$ cat config.mk
export PLATFORM = sky130hd
export DESIGN_NAME = boot_strap_seq
export DESIGN_NICKNAME = d
export VERILOG_FILES = /design/src/rtl/boot_strap_pkg.sv /design/src/rtl/strap_latch.sv /design/src/rtl/init_timer.sv /design/src/rtl/boot_fsm.sv /design/src/rtl/boot_strap_seq.sv
export SDC_FILE = /design/constraint.sdc
export NUM_CORES = 1
export LEC_CHECK = 0
export BUFFER_PORTS_ARGS = -buffer_cell sky130_fd_sc_hd__buf_4
export CAP_MARGIN = 20
export CORE_MARGIN = 2
export CORE_UTILIZATION = 42
export CTS_CLUSTER_DIAMETER = 40
export DETAILED_ROUTE_END_ITERATION = 10
export GPL_TIMING_DRIVEN = 0
export PLACE_DENSITY_LB_ADDON = 0.05
export SETUP_SLACK_MARGIN = 0.1
export SLEW_MARGIN = 15
export SYNTH_ARGS = -nofsm -noshare
export SYNTH_HDL_FRONTEND = slang
export SYNTH_SLANG_ARGS = --single-unit
export TNS_END_PERCENT = 100
$ cat constraint.sdc
create_clock -name clk -period 1.9 [get_ports clk]
set_clock_uncertainty 0.05 [all_clocks]
set_input_delay 0.095 -clock clk [delete_from_list [all_inputs] [get_ports clk]]
set_output_delay 0.095 -clock clk [all_outputs]
set_load 0.01 [all_outputs]
$ cat src/rtl/boot_strap_pkg.sv
package boot_strap_pkg;

    typedef enum logic [2:0] {
        ST_RESET    = 3'd0,
        ST_SELFTEST = 3'd1,
        ST_INIT     = 3'd2,
        ST_RUN      = 3'd3,
        ST_TRITEST  = 3'd4
    } boot_state_e;

endpackage

$ cat src/rtl/strap_latch.sv
module strap_latch #(
    parameter int W = 3
) (
    input  logic         clk,
    input  logic         rst,
    input  logic         capture,
    input  logic [W-1:0] strap_in,
    output logic [W-1:0] strap_q
);

    always_ff @(posedge clk) begin
        if (rst)
            strap_q <= '0;
        else if (capture)
            strap_q <= strap_in;
    end

    AST_STRAP_HOLD: assert property (@(posedge clk) disable iff (rst)
        !capture |=> $stable(strap_q));

endmodule

$ cat src/rtl/init_timer.sv
module init_timer #(
    parameter int CYCLES = 4
) (
    input  logic clk,
    input  logic rst,
    input  logic run,
    output logic expired
);

    localparam int CW = $clog2(CYCLES + 1);

    logic [CW-1:0] cnt;

    always_ff @(posedge clk) begin
        if (rst || !run)
            cnt <= '0;
        else if (!expired)
            cnt <= cnt + CW'(1);
    end

    assign expired = run && (cnt == CW'(CYCLES - 1));

    AST_TIMER_ONCE: assert property (@(posedge clk) disable iff (rst)
        expired |=> !expired);

endmodule

$ cat src/rtl/boot_fsm.sv
module boot_fsm
    import boot_strap_pkg::*;
#(
    parameter int          ADDR_W    = 32,
    parameter logic [31:0] RESET_VEC = 32'hFFFF_FFF0
) (
    input  logic              clk,
    input  logic              rst,
    input  logic              flush_n_strap,
    input  logic              bist_done,
    input  logic              timer_expired,
    output logic              capture,
    output boot_state_e       state_q,
    output logic              bist_start,
    output logic              clear_req,
    output logic              tristate_mode,
    output logic              bus_oe,
    output logic              fetch_en,
    output logic [ADDR_W-1:0] fetch_addr
);

    boot_state_e state_d;

    assign capture = (state_q == ST_RESET) && !rst;

    always_comb begin
        state_d = state_q;
        if (rst) begin
            state_d = ST_RESET;
        end else begin
            unique case (state_q)
                ST_RESET:    state_d = flush_n_strap ? ST_SELFTEST : ST_TRITEST;
                ST_SELFTEST: if (bist_done) state_d = ST_INIT;
                ST_INIT:     if (timer_expired) state_d = ST_RUN;
                ST_RUN:      state_d = ST_RUN;
                ST_TRITEST:  state_d = ST_TRITEST;
                default:     state_d = ST_RESET;
            endcase
        end
    end

    always_ff @(posedge clk) begin
        state_q <= state_d;
    end

    always_ff @(posedge clk) begin
        clear_req     <= (state_d == ST_RESET);
        bist_start    <= (state_d == ST_SELFTEST) && (state_q != ST_SELFTEST);
        fetch_en      <= (state_d == ST_RUN) && (state_q != ST_RUN);
        tristate_mode <= (state_d == ST_TRITEST);
        bus_oe        <= (state_d != ST_TRITEST);
        fetch_addr    <= (state_d == ST_RUN) ? RESET_VEC[ADDR_W-1:0] : '0;
    end

    AST_CLEAR_ON_RESET: assert property (@(posedge clk)
        rst |=> clear_req);
    AST_RESET_WINS: assert property (@(posedge clk)
        rst |=> (state_q == ST_RESET));
    AST_BIST_PULSE: assert property (@(posedge clk) disable iff (rst)
        bist_start |=> !bist_start);
    AST_FETCH_PULSE: assert property (@(posedge clk) disable iff (rst)
        fetch_en |=> !fetch_en);
    AST_TEST_STICKY: assert property (@(posedge clk) disable iff (rst)
        (state_q == ST_TRITEST) |=> (state_q == ST_TRITEST));
    AST_TEST_OE_OFF: assert property (@(posedge clk) disable iff (rst)
        tristate_mode |-> !bus_oe);

endmodule

$ cat src/rtl/boot_strap_seq.sv
module boot_strap_seq
    import boot_strap_pkg::*;
#(
    parameter int          FREQ_W      = 3,
    parameter int          INIT_CYCLES = 4,
    parameter int          ADDR_W      = 32,
    parameter logic [31:0] RESET_VEC   = 32'hFFFF_FFF0
) (
    input  logic              clk,
    input  logic              rst,
    input  logic              flush_strap_n,
    input  logic [FREQ_W-1:0] freq_strap,
    input  logic              bist_done,
    output logic [FREQ_W-1:0] ratio_code,
    output logic              bist_start,
    output logic              clear_req,
    output logic              tristate_mode,
    output logic              bus_oe,
    output logic              fetch_en,
    output logic [ADDR_W-1:0] fetch_addr,
    output logic [2:0]        state_o
);

    boot_state_e state;
    logic        capture;
    logic        init_done;

    strap_latch #(.W(FREQ_W)) u_ratio (
        .clk      (clk),
        .rst      (rst),
        .capture  (capture),
        .strap_in (freq_strap),
        .strap_q  (ratio_code)
    );

    init_timer #(.CYCLES(INIT_CYCLES)) u_timer (
        .clk     (clk),
        .rst     (rst),
        .run     (state == ST_INIT),
        .expired (init_done)
    );

    boot_fsm #(.ADDR_W(ADDR_W), .RESET_VEC(RESET_VEC)) u_fsm (
        .clk           (clk),
        .rst           (rst),
        .flush_n_strap (flush_strap_n),
        .bist_done     (bist_done),
        .timer_expired (init_done),
        .capture       (capture),
        .state_q       (state),
        .bist_start    (bist_start),
        .clear_req     (clear_req),
        .tristate_mode (tristate_mode),
        .bus_oe        (bus_oe),
        .fetch_en      (fetch_en),
        .fetch_addr    (fetch_addr)
    );

    assign state_o = state;

endmodule

==> impl_metrics.json <==
{
  "status": "finished, violations left",
  "violations": "hold timing",
  "die_w_um": 48.41,
  "endpoint_kind": "register",
  "yosysSeqAreaShare": 0.3625,
  "fillCellCount": 160,
  "min_path_cells": 3,
  "yosysWarnings": 0,
  "power_density_nw_per_um2": 532.1,
  "drc_errors": 0,
  "hold_viol_final": 1,
  "syn_inst": 87,
  "routed_wl_um": 1572,
  "dr.pass1.iters": 3,
  "finalCritPeriodShare": 0.8973,
  "critPathTopFamily": "adder cells",
  "setup_violations": 0,
  "synth_ff_type": "dfxtp_1",
  "antenna_left": 0,
  "cp.arrival_ns": 1.84,
  "hold_ws_ns": -0.002382,
  "io_buffer_count": 45,
  "cp_cell_sequence": "ha_1 -> ha_1 -> clkbuf_2 -> mux2_4 -> o221a_4 -> and4b_1",
  "start_kind": "register",
  "die-area_sq_um": 2344,
  "syn_area_sq_um": 828.3,
  "final_layout_size_suffix_gt1_frac": 0.6099,
  "synth_most_common_cell": "buf_4",
  "tightest_slew_ns": 0.8269,
  "r2r_cells": 6,
  "critPathMostFrequentCell": "ha_1",
  "max_cap_violations": 0,
  "vias": 654,
  "fmax_mhz": 586.6,
  "antenna_cells": 0,
  "reg2reg_slack_ns": 0.20,
  "first_iter_violations": 9,
  "htreeDepth": 1,
  "ios": 50,
  "num_rows": 16,
  "gp_congestion": 0.6737,
  "clk_path_buf_depth": 2,
  "critPathMaxFanout": 7,
  "setup_ws_ns": 0.1951,
  "hold_end": "u_ratio.strap_q[2]",
  "cts_root_buf": "clkbuf_4",
  "worstHoldStart": "freq_strap[2]",
  "first_global_vias": 565,
  "rsz0062_at_grt": "no",
  "yosys-top-cells-count": "buf_4 (31), dfxtp_1 (15), nor2_1 (11), inv_1 (4), mux2i_1 (4)",
  "totalPowerFinal_uw": 669.1,
  "cts_setup_buffers": 0,
  "ys_ff_latch": 15,
  "clk_latency_ns": 0.28,
  "die_y_um": 48.41,
  "syn2layout_area_growth_pct": 51.81,
  "p_leak_uw": 0.0006888,
  "rr_startpoint": "u_timer.cnt[0]",
  "critPathMaxStageDelay_ns": 0.33,
  "synth-edff-count": 0,
  "async_flop_share": 0,
  "ys_types": 23,
  "r2r-end": "u_fsm.bist_start",
  "core_area_sq_um": 1902,
  "hp-class": "in2reg",
  "synth_top_area_share": 0.3625,
  "hpwl_um": 1225,
  "antenna_found_initial": 0,
  "critical_path_buf_inv_count": 1,
  "start_util": 0.4355,
  "grtUsageTotal": 0.1395,
  "final_util": 0.6612,
  "ir_drop_v": 0.0004918,
  "max_slew_margin": 0.4480,
  "finalMaxSlewViolations": 0,
  "grt_max_degree": 29,
  "fin_setup_tns_ns": 0,
  "pre_cts_ws_ns": 0.1996,
  "syn_avg_cell_area_sq_um": 9.521,
  "cts_buffers": 3,
  "cts_tree": "built",
  "grt_pass1_wl_um": 2497,
  "cts_sinks": 15,
  "cp_slowest_cell": "dfxtp_1",
  "wl_per_cell_um": 9.357,
  "synth_area_leader_cell": "dfxtp_1",
  "grt-ovfl-total": 0,
  "critPathKind": "reg2reg",
  "yosys-top-cells-area": "dfxtp_1 (36%), buf_4 (28%), nor2_1 (5.0%)",
  "cp_data_required_time_ns": 2.04,
  "cts.clk_slew.worst_paths_ns": 0.08,
  "fin_nets": 151,
  "vias_per_cell": 3.893,
  "min_period_ns": 1.705
}
-- layout by cell type (no fill, tap or decap), types with 2 or more instances in the layout --
cell | synthesis | layout
mux2i_1 | 4 | 4
nor2_1 | 11 | 11
nand3b_1 | 2 | 2
inv_1 | 4 | 4
conb_1 | 1 | 4
buf_4 | 31 | 76
a21oi_1 | 2 | 2
dlygate4sd3_1 | 0 | 2
dfxtp_1 | 15 | 15
nand2_1 | 2 | 2
clkbuf_4 | 0 | 3
ha_1 | 2 | 2
-- report_power, final --
part           internal (uW)  switching (uW)  total, uW  leakage, uW
sequential               335            11.6        346     0.000123
clock                   81.7            95.7        177    0.0000150
combinational           81.0            64.3        145     0.000551
-- flip-flops by register name, indices dropped and copies added, names as in the netlist --
signal               cells
u_fsm.bist_start         1
u_ratio.strap_q          3
u_fsm.tristate_mode      1
u_fsm.fetch_addr         1
u_fsm.state_q            3
u_timer.cnt              3
u_fsm.fetch_en           1
u_fsm.bus_oe             1
u_fsm.clear_req          1
-- stage by stage --
step	hold WS [ns]	instances	cell area, sq um
floorplan	0.1174	90	839.6
CTS	0.0004038	168	1257
finish	-0.002382	168	1257
detailed placement	0.2918	162	1211
global placement	0.2826	162	1211
global route	0.01281	168	1257
-- worst reg2reg max path, delay by kind of cell, from the launching register on --
| family | cells | cell delay (ns) |
|---|---|---|
| adder cells (fa/ha/maj) | 2 | 0.36 |
| flip-flops | 1 | 0.33 |
| multiplexers | 1 | 0.28 |
| AO/OA/AOI/OAI | 1 | 0.24 |
| AND/OR/NAND/NOR | 1 | 0.19 |
| buffers and inverters | 1 | 0.16 |
-- logic make-up (layout without fill, tap and decap cells) --
| group | after synthesis | in the layout | synth area share |
|---|---|---|---|
| mux | 5 | 5 | 0.06646 |
| fa+ha+maj | 2 | 2 | 0.03021 |
| xor+xnor | 1 | 1 | 0.01058 |
| compound gates | 6 | 6 | 0.08610 |
| simple gates | 19 | 19 | 0.1148 |
| buf+inv | 38 | 89 | 0.3248 |
| other cells | 1 | 4 | 0.004527 |
| flops | 15 | 15 | 0.3625 |
-- worst max path at each step --
stage                               startpoint               end  cells after the start
after floorplan                 u_timer.cnt[0]  u_fsm.bist_start                      6
after global placement          u_timer.cnt[0]  u_fsm.bist_start                      6
after detailed placement        u_timer.cnt[0]  u_fsm.bist_start                      6
after CTS                       u_timer.cnt[0]  u_fsm.bist_start                      6
after global routing      u_fsm.fetch_addr[30]    fetch_addr[24]                      2
final                           u_timer.cnt[0]  u_fsm.bist_start                      6
-- final cells by class --
type	instances	area [sq um]	share of cell area
timing repair buffer	47	357.8	0.2846
sequential	15	300.3	0.2388
multi-input combinational	37	270.3	0.2149
buffer	34	254.0	0.2020
tap	27	33.78	0.02687
clock buffer	4	26.28	0.02090
inverter	4	15.01	0.01194
-- repair_timing --
action,4_1_cts,5_1_grt
gates resized for setup,0,0
hold endpoints to repair,6,0
hold buffers,2,0
-- routing by layer --
layer,wire length (um),up-vias,track usage
met3,108,4,0.06173
li1,-,353,-
met4,30,0,0.07143
met1,669,278,0.1543
met2,763,19,0.2269
met5,0,-,0
(Power assumes the default switching activity.)
